--- config.mk ---
export PLATFORM = sky130hd
export DESIGN_NAME = snoop_coh_ctrl
export DESIGN_NICKNAME = d
export VERILOG_FILES = /design/src/rtl/coh_pkg.sv /design/src/rtl/coh_line_store.sv /design/src/rtl/coh_local_req.sv /design/src/rtl/coh_snoop.sv /design/src/rtl/snoop_coh_ctrl.sv
export SDC_FILE = /design/constraint.sdc
export NUM_CORES = 1
export LEC_CHECK = 0
export BUFFER_PORTS_ARGS = -buffer_cell sky130_fd_sc_hd__buf_4
export CAP_MARGIN = 20
export CORE_MARGIN = 5
export CORE_UTILIZATION = 48
export DETAILED_ROUTE_END_ITERATION = 10
export GPL_TIMING_DRIVEN = 0
export PLACE_DENSITY = 0.8
export SLEW_MARGIN = 20
export SYNTH_ARGS = -nofsm -noshare
export SYNTH_HDL_FRONTEND = slang
export SYNTH_HIERARCHICAL = 1
export SYNTH_SLANG_ARGS = --single-unit
export TNS_END_PERCENT = 50
--- constraint.sdc ---
create_clock -name clk -period 3.6 [get_ports clk]
set_input_delay 0.72 -clock clk [delete_from_list [all_inputs] [get_ports clk]]
set_output_delay 0.72 -clock clk [all_outputs]
set_load 0.01 [all_outputs]
--- src/rtl/coh_pkg.sv ---
package coh_pkg;
  typedef enum logic [1:0] {
    LN_INV = 2'd0,
    LN_SHR = 2'd1,
    LN_EXC = 2'd2
  } line_st_e;

  typedef enum logic [1:0] {
    BUS_NONE   = 2'd0,
    BUS_RDMISS = 2'd1,
    BUS_WRMISS = 2'd2,
    BUS_WRBACK = 2'd3
  } bus_cmd_e;
endpackage

--- src/rtl/coh_line_store.sv ---
module coh_line_store
  import coh_pkg::*;
#(
  parameter int ADDR_W = 8,
  parameter int IDX_W  = 2,
  localparam int TAG_W = ADDR_W - IDX_W,
  localparam int LINES = 1 << IDX_W
) (
  input  logic             clk,
  input  logic             rst_n,
  input  logic             wr_en,
  input  logic [IDX_W-1:0] wr_idx,
  input  logic [TAG_W-1:0] wr_tag,
  input  line_st_e         wr_st,
  input  logic [IDX_W-1:0] a_idx,
  output line_st_e         a_st,
  output logic [TAG_W-1:0] a_tag,
  input  logic [IDX_W-1:0] b_idx,
  output line_st_e         b_st,
  output logic [TAG_W-1:0] b_tag
);
  line_st_e         st_all  [LINES];
  logic [TAG_W-1:0] tag_all [LINES];

  for (genvar i = 0; i < LINES; i++) begin : g_line
    line_st_e         st_r;
    logic [TAG_W-1:0] tag_r;
    logic             line_we;

    assign line_we = wr_en && (wr_idx == IDX_W'(i));

    always_ff @(posedge clk or negedge rst_n) begin
      if (!rst_n) begin
        st_r  <= LN_INV;
        tag_r <= '0;
      end else if (line_we) begin
        st_r  <= wr_st;
        tag_r <= wr_tag;
      end
    end

    assign st_all[i]  = st_r;
    assign tag_all[i] = tag_r;

    // a line only ever holds one of the three legal states
    p_legal_state_r1: assert property (@(posedge clk) disable iff (!rst_n)
      st_r != line_st_e'(2'b11));
  end

  assign a_st  = st_all[a_idx];
  assign a_tag = tag_all[a_idx];
  assign b_st  = st_all[b_idx];
  assign b_tag = tag_all[b_idx];
endmodule

--- src/rtl/coh_local_req.sv ---
module coh_local_req
  import coh_pkg::*;
#(
  parameter int ADDR_W = 8,
  parameter int IDX_W  = 2,
  localparam int TAG_W = ADDR_W - IDX_W
) (
  input  logic              req_valid,
  input  logic              req_write,
  input  logic [ADDR_W-1:0] req_addr,
  input  line_st_e          ln_st,
  input  logic [TAG_W-1:0]  ln_tag,
  input  logic              stall,
  input  logic              bus_grant,
  output logic              hit,
  output logic              done,
  output logic              issue,
  output bus_cmd_e          cmd,
  output logic [ADDR_W-1:0] addr,
  output logic              upd_en,
  output line_st_e          upd_st,
  output logic [TAG_W-1:0]  upd_tag
);
  logic [IDX_W-1:0] ridx;
  logic [TAG_W-1:0] rtag;
  logic             tag_eq;
  logic             want;

  assign ridx   = req_addr[IDX_W-1:0];
  assign rtag   = req_addr[ADDR_W-1:IDX_W];
  assign tag_eq = (ln_tag == rtag);
  assign hit    = req_valid && (ln_st != LN_INV) && tag_eq;
  assign issue  = want && bus_grant;

  always_comb begin
    done    = 1'b0;
    want    = 1'b0;
    cmd     = BUS_NONE;
    addr    = '0;
    upd_en  = 1'b0;
    upd_st  = LN_INV;
    upd_tag = rtag;
    if (req_valid && !stall) begin
      if (hit && (!req_write || ln_st == LN_EXC)) begin
        done = 1'b1;
      end else begin
        want   = 1'b1;
        upd_en = bus_grant;
        if (ln_st == LN_EXC && !tag_eq) begin
          // dirty victim leaves first; the line passes through Invalid
          cmd     = BUS_WRBACK;
          addr    = {ln_tag, ridx};
          upd_st  = LN_INV;
          upd_tag = ln_tag;
        end else begin
          addr = req_addr;
          done = bus_grant;
          if (req_write) begin
            cmd    = BUS_WRMISS;
            upd_st = LN_EXC;
          end else begin
            cmd    = BUS_RDMISS;
            upd_st = LN_SHR;
          end
        end
      end
    end
  end
endmodule

--- src/rtl/coh_snoop.sv ---
module coh_snoop
  import coh_pkg::*;
#(
  parameter int ADDR_W = 8,
  parameter int IDX_W  = 2,
  localparam int TAG_W = ADDR_W - IDX_W
) (
  input  logic              snp_valid,
  input  logic [1:0]        snp_cmd,
  input  logic [ADDR_W-1:0] snp_addr,
  input  line_st_e          ln_st,
  input  logic [TAG_W-1:0]  ln_tag,
  output logic              hit,
  output logic              resp,
  output logic              upd_en,
  output line_st_e          upd_st
);
  logic is_rd;
  logic is_wr;

  assign is_rd = (snp_cmd == BUS_RDMISS);
  assign is_wr = (snp_cmd == BUS_WRMISS);
  assign hit   = snp_valid && (is_rd || is_wr) && (ln_st != LN_INV)
              && (ln_tag == snp_addr[ADDR_W-1:IDX_W]);

  always_comb begin
    resp   = 1'b0;
    upd_en = 1'b0;
    upd_st = ln_st;
    if (hit) begin
      if (is_wr) begin
        resp   = (ln_st == LN_EXC);
        upd_en = 1'b1;
        upd_st = LN_INV;
      end else if (ln_st == LN_EXC) begin
        resp   = 1'b1;
        upd_en = 1'b1;
        upd_st = LN_SHR;
      end
    end
  end
endmodule

--- src/rtl/snoop_coh_ctrl.sv ---
module snoop_coh_ctrl
  import coh_pkg::*;
#(
  parameter int ADDR_W = 8,
  parameter int IDX_W  = 2,
  localparam int TAG_W = ADDR_W - IDX_W
) (
  input  logic              clk,
  input  logic              rst_n,
  input  logic              cpu_req_valid,
  input  logic              cpu_req_write,
  input  logic [ADDR_W-1:0] cpu_req_addr,
  output logic              cpu_busy,
  output logic              cpu_hit,
  input  logic              bus_grant,
  output logic              bus_valid,
  output logic [1:0]        bus_cmd,
  output logic [ADDR_W-1:0] bus_addr,
  output logic              bus_abort,
  input  logic              snp_valid,
  input  logic [1:0]        snp_cmd,
  input  logic [ADDR_W-1:0] snp_addr
);
  line_st_e         a_st, b_st, lc_st, sn_st, wr_st;
  logic [TAG_W-1:0] a_tag, b_tag, lc_tag, wr_tag;
  logic [IDX_W-1:0] wr_idx;
  logic             wr_en;
  logic             sn_hit, sn_resp, sn_upd;
  logic             lc_done, lc_issue, lc_upd;
  bus_cmd_e         lc_cmd;
  logic [ADDR_W-1:0] lc_addr;

  coh_line_store #(.ADDR_W(ADDR_W), .IDX_W(IDX_W)) u_store (
    .clk, .rst_n,
    .wr_en, .wr_idx, .wr_tag, .wr_st,
    .a_idx(cpu_req_addr[IDX_W-1:0]), .a_st, .a_tag,
    .b_idx(snp_addr[IDX_W-1:0]),     .b_st, .b_tag
  );

  coh_snoop #(.ADDR_W(ADDR_W), .IDX_W(IDX_W)) u_snoop (
    .snp_valid, .snp_cmd, .snp_addr,
    .ln_st(b_st), .ln_tag(b_tag),
    .hit(sn_hit), .resp(sn_resp), .upd_en(sn_upd), .upd_st(sn_st)
  );

  coh_local_req #(.ADDR_W(ADDR_W), .IDX_W(IDX_W)) u_local (
    .req_valid(cpu_req_valid), .req_write(cpu_req_write), .req_addr(cpu_req_addr),
    .ln_st(a_st), .ln_tag(a_tag),
    .stall(sn_hit), .bus_grant,
    .hit(cpu_hit), .done(lc_done), .issue(lc_issue),
    .cmd(lc_cmd), .addr(lc_addr),
    .upd_en(lc_upd), .upd_st(lc_st), .upd_tag(lc_tag)
  );

  // single update port: a matching snoop stalls the local side, so at most one writes
  always_comb begin
    wr_en = sn_upd || lc_upd;
    if (sn_upd) begin
      wr_idx = snp_addr[IDX_W-1:0];
      wr_tag = b_tag;
      wr_st  = sn_st;
    end else begin
      wr_idx = cpu_req_addr[IDX_W-1:0];
      wr_tag = lc_tag;
      wr_st  = lc_st;
    end
  end

  // snoop answer wins the bus slot over a local transaction
  always_comb begin
    bus_valid = sn_resp || lc_issue;
    bus_abort = sn_resp;
    bus_cmd   = BUS_NONE;
    bus_addr  = '0;
    if (sn_resp) begin
      bus_cmd  = BUS_WRBACK;
      bus_addr = snp_addr;
    end else if (lc_issue) begin
      bus_cmd  = lc_cmd;
      bus_addr = lc_addr;
    end
  end

  assign cpu_busy = cpu_req_valid && !lc_done;

  // a local transaction only goes out under grant
  p_local_needs_grant_r6: assert property (@(posedge clk) disable iff (!rst_n)
    (bus_valid && !bus_abort) |-> bus_grant);

  // the memory abort flag only rides on a write-back
  p_abort_on_wb_r7: assert property (@(posedge clk) disable iff (!rst_n)
    bus_abort |-> (bus_valid && bus_cmd == BUS_WRBACK));

  // a victim write-back never completes the access
  p_victim_keeps_busy_r5: assert property (@(posedge clk) disable iff (!rst_n)
    (bus_valid && !bus_abort && bus_cmd == BUS_WRBACK) |-> cpu_busy);

  // a matching snoop holds off any present request
  p_snoop_first_r10: assert property (@(posedge clk) disable iff (!rst_n)
    (sn_hit && cpu_req_valid) |-> cpu_busy);

  // a completed read hit uses no bus slot
  p_read_hit_quiet_r4: assert property (@(posedge clk) disable iff (!rst_n)
    (cpu_req_valid && !cpu_req_write && cpu_hit && !cpu_busy) |-> !bus_valid);
endmodule

==> results.sh, run 1 <==
export IMPL_tritoncts="yes"
export IMPL_diodes=0
export IMPL_ir_drop_v=0.0002646
export IMPL_ios=38
export IMPL_final_cells=328
export IMPL_row_count=25
export IMPL_switching_share=0.3254
export IMPL_fill_cells=340
export IMPL_drtIter0Drc=212
export IMPL_p_leak_nw=1.532
export IMPL_port_buffer_count=37
export IMPL_vias=1926
export IMPL_core_region_area_sq_um=4755
export IMPL_grt_start_max_net_pins=33
export IMPL_root_buffer="clkbuf_8"
export IMPL_cp_required_ns=2.88
export IMPL_cpMaxStageDelayCell="or4_4"
export IMPL_track_usage=0.2081
export IMPL_grt_pass1_vias=1967
export IMPL_synth_top_area_share=0.3365
export IMPL_clock_latency_ns=0.29
export IMPL_postLayoutCoreUtil=0.6921
export IMPL_viasPerCell=5.872
export IMPL_cts_made_buffers=5
export IMPL_clock_sinks=32
export IMPL_start_util=0.5005
export IMPL_finalCriticalPeriod_ns=3.797
export IMPL_drc=0
export IMPL_crit_top_cell="buf_6"
export IMPL_crit_path_start_kind="input port"
export IMPL_seqCellArea_sq_um=800.8
export IMPL_cpLargestDelayFamily="simple AND/OR/NAND/NOR gates"
export IMPL_hold_class="in2async"
export IMPL_gp_congestion=0.8980
export IMPL_end_kind="output pin"
export IMPL_synth_flop_cell="dfrtp_1"
export IMPL_run_status="finished with violations"
export IMPL_synthTopCellsByArea="dfrtp_1 (34%), mux2_2 (23%), mux4_2 (15%)"
export IMPL_synth_seq_cells=32
export IMPL_antenna_left=0
export IMPL_htreeDepth=2
export IMPL_ys_types=41
export IMPL_crit_type="in2out"
export IMPL_power_density_nw_per_um2=424.5
export IMPL_maxSlewViolCount=0
export IMPL_slew_headroom=0.6334
export IMPL_fmax_mhz=263.4
export IMPL_finalSetupViolCount=43
export IMPL_synthesis_area_sq_um=2380
export IMPL_reg2reg_slack_ns=0.09
export IMPL_yosysSeqAreaShare=0.3365
export IMPL_final_layout_size_suffix_gt1_frac=0.6398
export IMPL_cp_max_fo=8
export IMPL_crit_arrival_ns=3.08
export IMPL_tightestPinTransition_ns=0.5479
export IMPL_synth_net_count=217
export IMPL_p_clk_frac=0.203
export IMPL_clock_path_buffers=2
export IMPL_area_delta_synth_final_pct=38.28
export IMPL_violations="setup timing"
export IMPL_antenna_found_initial=0
export IMPL_synth_largest_area_cell="dfrtp_1"
export IMPL_die_height_um=80.41
export IMPL_overflow=0
export IMPL_yosysWarningCount=6
export IMPL_multi_input_area_sq_um=1668
export IMPL_rsz0062_at_grt="true"
export IMPL_first_pass_iters=4
export IMPL_syn_avg_cell_area_sq_um=12.39
export IMPL_dieArea_sq_um=6466
export IMPL_dp_cells=296
export IMPL_finalHoldViolations=0
export IMPL_fp_dieW_um=80.41
export IMPL_p_seq_frac=0.375
export IMPL_finalInstanceArea_sq_um=3291
export IMPL_synth_cells=192
export IMPL_critical_path_max_stage_delay_ns=0.58
export IMPL_hpwl_um=4158
export IMPL_crit_path_cell_trace="buf_12 > buf_6 > mux4_2 > xor2_1 > or4_4 > inv_4 > nand2b_4 > nor2_4 > a32o_1 > a22o_1 > buf_6"
export IMPL_combPwrFrac=0.422
export IMPL_power_switching_mw=0.4545
export IMPL_period_share=1.055
export IMPL_finalWirelength_um=6636
export IMPL_cts_clk_slew_worst_paths_ns=0.07
export IMPL_cp_buffers_inverters=4
export IMPL_placed_area_sq_um=2805
export IMPL_wl_per_cell_um=20.23
export IMPL_maxCapViolCount=0
export IMPL_synth_edf_count=0
export IMPL_worst_slack_ns=-0.1972
export IMPL_postSynth_asyncResetShare=1.000
export IMPL_skew_ns=0.008524
export IMPL_fin_nets=285
export IMPL_intPower_mw=0.9423
export IMPL_grt_pass1_wl_um=9860
-- state kept, by name, indices dropped and copies added (netlist names) --
signal / count
u_store/g_line.tag_r: 24
u_store/g_line.st_r: 8
-- final cells by class --
class | count | share of cell area
Clock inverter | 2 | 0.003042
Timing Repair Buffer | 64 | 0.1730
Tap cell | 67 | 0.02548
Sequential cell | 32 | 0.2433
Buffer | 6 | 0.01673
Clock buffer | 6 | 0.02510
Multi-Input combinational cell | 146 | 0.5068
Inverter | 5 | 0.006464
-- cell usage in the layout, fill, tap and decap left out, types with 2 or more instances in the layout --
cell type / count
a21oi_2: 2
buf_4: 45
nor2_4: 2
xor2_1: 8
xnor2_2: 2
nand2_1: 9
buf_6: 19
xnor2_1: 2
nor2b_4: 2
buf_12: 2
clkinv_2: 2
and3_1: 4
dfrtp_1: 32
inv_1: 4
nor3b_4: 2
nor2_1: 5
a21oi_1: 4
buf_2: 2
mux2_4: 15
a32o_1: 2
a21o_1: 2
a22o_1: 8
nand3b_4: 2
mux2_2: 33
mux4_2: 16
clkbuf_8: 6
o21ai_0: 2
-- stage by stage --
| step | hold slack, ns | setup TNS [ns] | total power [mW] | worst slack [ns] |
|---|---|---|---|---|
| 6_report | 0.3599 | -4.174 | 1.397 | -0.1972 |
| 4_1_cts | 0.3721 | -5.900 | 1.342 | -0.3254 |
| 3_5_place_dp | 0.5120 | -18.28 | 1.014 | -0.5827 |
| 2_1_floorplan | 0.4244 | -0.01953 | 0.8895 | -0.002441 |
| 3_3_place_gp | 0.5028 | -17.75 | 0.9965 | -0.5688 |
| 5_1_grt | 0.3920 | -5.373 | 1.478 | -0.2352 |
-- synthesized netlist by cell type (4+ instances only) --
| cell | count |
|---|---|
| nor2_1 | 7 |
| a21oi_1 | 6 |
| nand2_1 | 9 |
| and3_1 | 5 |
| dfrtp_1 | 32 |
| mux2_2 | 48 |
| inv_1 | 5 |
| xnor2_1 | 4 |
| mux4_2 | 16 |
| a22o_1 | 8 |
| xor2_1 | 8 |
| buf_2 | 5 |
-- worst paths after layout --
check,startpoint,end,cells after the start
max in group asynchronous,rst_n,u_store/g_line[1].st_r[1]$_DFFE_PN0P_,1
setup reg to reg,u_store/g_line[0].tag_r[4]$_DFFE_PN0P_,u_store/g_line[2].tag_r[5]$_DFFE_PN0P_,13
hold / removal,rst_n,u_store/g_line[0].tag_r[4]$_DFFE_PN0P_,1
min in group clk,u_store/g_line[1].tag_r[0]$_DFFE_PN0P_,u_store/g_line[1].tag_r[0]$_DFFE_PN0P_,1
setup / recovery,snp_addr[0],bus_addr[7],11
hold reg to reg,u_store/g_line[1].tag_r[0]$_DFFE_PN0P_,u_store/g_line[1].tag_r[0]$_DFFE_PN0P_,1
-- cells by family after synthesis --
| group | synth area share |
|---|---|
| compound gates | 0.08413 |
| xor+xnor | 0.04416 |
| fa+ha+maj | 0.005257 |
| buf+inv | 0.03102 |
| flops | 0.3365 |
| mux | 0.3828 |
| simple gates | 0.1162 |
-- power groups by stage --
stage | sequential (mW) | combinational (mW) | clock (mW)
global route | 0.538 | 0.626 | 0.314
CTS | 0.518 | 0.530 | 0.294
finish | 0.524 | 0.589 | 0.284
floorplan | 0.505 | 0.384 | 0
global placement | 0.518 | 0.479 | 0
detailed placement | 0.525 | 0.489 | 0
-- what timing repair did --
| item | 4_1_cts | 5_1_grt |
|---|---|---|
| setup buffers | 16 | 10 |
| cloned | 1 | 0 |
| hold buffers | 0 | 0 |
| setup endpoints to repair | 37 | 45 |
| resized for setup | 25 | 28 |
| pin swaps | 15 | 15 |
-- layer usage --
metal | GRT usage | up-vias | part of all wire | wire [um]
met2 | 0.3568 | 75 | 0.51 | 3389
li1 | - | 869 | - | -
met5 | 0 | - | 0 | 0
met4 | 0.09797 | 0 | 0.030 | 199
met3 | 0.03363 | 19 | 0.069 | 455
met1 | 0.2541 | 963 | 0.39 | 2592
Power figures use the tool's default switching activity.
==> run 2: changes to the inputs <==
Settings changed: BUFFER_PORTS_ARGS -buffer_cell sky130_fd_sc_hd__buf_4 to -buffer_cell sky130_fd_sc_hd__buf_2.
==> run 2 against run 1 <==
Net effect:
- flip-flop and latch count did not move
- combinational power fell by 8.1%
- largest power group unchanged
- register-to-register slack improved by 0.16 ns
- the flow still finishes with violations (setup timing)
- sequential power barely moved
- clock power rose by 17%
==> results.sh, run 2 (synthesis gave the netlist of run 1 again) <==
export IMPL_run_status="finished with violations"
export IMPL_violations="setup timing"
export IMPL_cts_made_buffers=5
export IMPL_maxCapViolCount=0
export IMPL_top_regs="u_store/g_line.tag_r: 24 flops, u_store/g_line.st_r: 8 flops"
export IMPL_largest_reg_flops=24
export IMPL_hpwl_um=4273
export IMPL_final_common_cell="mux2_2"
export IMPL_gp_congestion=0.8923
export IMPL_cp_required_ns=2.88
export IMPL_die_height_um=80.41
export IMPL_drtIter0Drc=144
export IMPL_maxSlewViolCount=0
export IMPL_row_count=25
export IMPL_skew_ns=0.004824
export IMPL_slew_headroom=0.5200
export IMPL_fin_nets=280
export IMPL_cts_clk_slew_worst_paths_ns=0.06
export IMPL_diodes=0
export IMPL_hold_class="in2async"
export IMPL_worst_slack_ns=-0.1736
export IMPL_fp_dieW_um=80.41
export IMPL_overflow=0
export IMPL_clock_latency_ns=0.28
export IMPL_finalWirelength_um=6483
export IMPL_end_kind="output pin"
export IMPL_tritoncts="yes"
export IMPL_fmax_mhz=265.0
export IMPL_period_share=1.048
export IMPL_placed_area_sq_um=2713
export IMPL_viasPerCell=5.802
export IMPL_finalHoldViolations=0
export IMPL_grt_start_max_net_pins=33
export IMPL_root_buffer="clkbuf_8"
export IMPL_first_pass_iters=4
export IMPL_top_register="u_store/g_line.tag_r"
export IMPL_dieArea_sq_um=6466
export IMPL_clock_sinks=32
export IMPL_ir_drop_v=0.0002896
export IMPL_crit_arrival_ns=3.05
export IMPL_track_usage=0.2078
export IMPL_tightestPinTransition_ns=0.7200
export IMPL_htreeDepth=2
export IMPL_drc=0
export IMPL_finalCriticalPeriod_ns=3.774
export IMPL_antenna_left=0
export IMPL_clock_path_buffers=2
export IMPL_wl_per_cell_um=20.07
export IMPL_rsz0062_at_grt="true"
export IMPL_power_density_nw_per_um2=448.9
export IMPL_final_layout_size_suffix_gt1_frac=0.6289
export IMPL_ios=38
export IMPL_crit_path_start_kind="input port"
export IMPL_cp_max_fo=5
export IMPL_hold_ws_ns=0.4913
export IMPL_grt_pass1_vias=2007
export IMPL_p_leak_nw=1.437
export IMPL_area_delta_synth_final_pct=30.86
export IMPL_finalInstanceArea_sq_um=3114
export IMPL_core_region_area_sq_um=4755
export IMPL_cts_hold_buf=0
export IMPL_final_cell_mix="mux2_2 (43), buf_2 (37), dfrtp_1 (32), buf_4 (17), mux4_2 (16)"
export IMPL_vias=1874
export IMPL_fill_cells=352
export IMPL_crit_type="in2out"
export IMPL_finalSetupViolCount=10
export IMPL_port_buffer_count=37
export IMPL_grt_pass1_wl_um=9894
export IMPL_antenna_found_initial=0
export IMPL_start_util=0.5005
-- run 2: cell types whose count changed in the layout (fill, tap and decap cells not counted), sizes merged --
cell    change
bufinv      +1
buf         -5
clkinv      -1
-- run 2: critical path: stages --
cell and delay, ns:
buf_12 0.10, mux4_2 0.55, xnor2_2 0.21, nand4_1 0.13, or4_4 0.49, inv_4 0.09, nand2b_4 0.14, nor2_4 0.05
a32o_1 0.22, a22o_1 0.20, buf_2 0.14
-- run 2: timing repair --
action / in CTS / in global routing
cloned: 1 / 1
gates resized for setup: 22 / 11
endpoints found under the setup margin: 45 / 45
buffers inserted: 14 / 6
pin swaps: 16 / 6
-- run 2: cell type report --
type                       count  area [sq um]  area share
multi-input combinational    146          1629      0.5231
clock buffer                   6         72.57     0.02330
buffer                         6         58.81     0.01888
clock inverter                 2         35.03     0.01125
sequential                    32         800.8      0.2571
tap                           67         83.83     0.02692
inverter                       5         21.27    0.006830
timing repair buffer          59         412.9      0.1326
-- run 2: report_power, final --
group          switching [mW]  total, mW  internal (mW)
Combinational           0.248      0.541          0.293
Sequential             0.0667      0.524          0.457
Clock                   0.128      0.333          0.205
-- run 2: final timing paths --
check,from,cells past startpoint,slack [ns],endpoint
worst max-delay path,snp_addr[0],11,-0.17,bus_addr[7]
max in group asynchronous,rst_n,1,2.65,u_store/g_line[3].st_r[1]$_DFFE_PN0P_
min in group clk,u_store/g_line[2].tag_r[4]$_DFFE_PN0P_,1,0.53,u_store/g_line[2].tag_r[4]$_DFFE_PN0P_
worst min register to register,u_store/g_line[2].tag_r[4]$_DFFE_PN0P_,1,0.53,u_store/g_line[2].tag_r[4]$_DFFE_PN0P_
worst min-delay path,rst_n,1,0.49,u_store/g_line[1].tag_r[4]$_DFFE_PN0P_
worst max register to register,u_store/g_line[3].tag_r[4]$_DFFE_PN0P_,11,0.25,u_store/g_line[0].tag_r[1]$_DFFE_PN0P_
-- run 2: routing by layer --
layer,up-vias,part of all wire,global-route usage
li1,859,-,-
met4,0,0.034,0.1132
met2,89,0.51,0.3800
met3,18,0.081,0.03027
met1,908,0.38,0.2287
met5,-,0,0
-- run 2: metrics by stage --
step / instances / utilization / power (mW) / setup slack (ns) / TNS [ns]
after CTS: 318 / 0.6392 / 1.385 / -0.4018 / -4.767
after global routing: 323 / 0.6550 / 1.468 / -0.2036 / -1.640
after floorplan: 192 / - / 0.8895 / -0.002441 / -0.01953
final: 323 / 0.6550 / 1.398 / -0.1736 / -1.101
after global placement: 296 / 0.5705 / 0.9850 / -0.5886 / -18.53
after detailed placement: 296 / 0.5705 / 1.009 / -0.6072 / -19.44
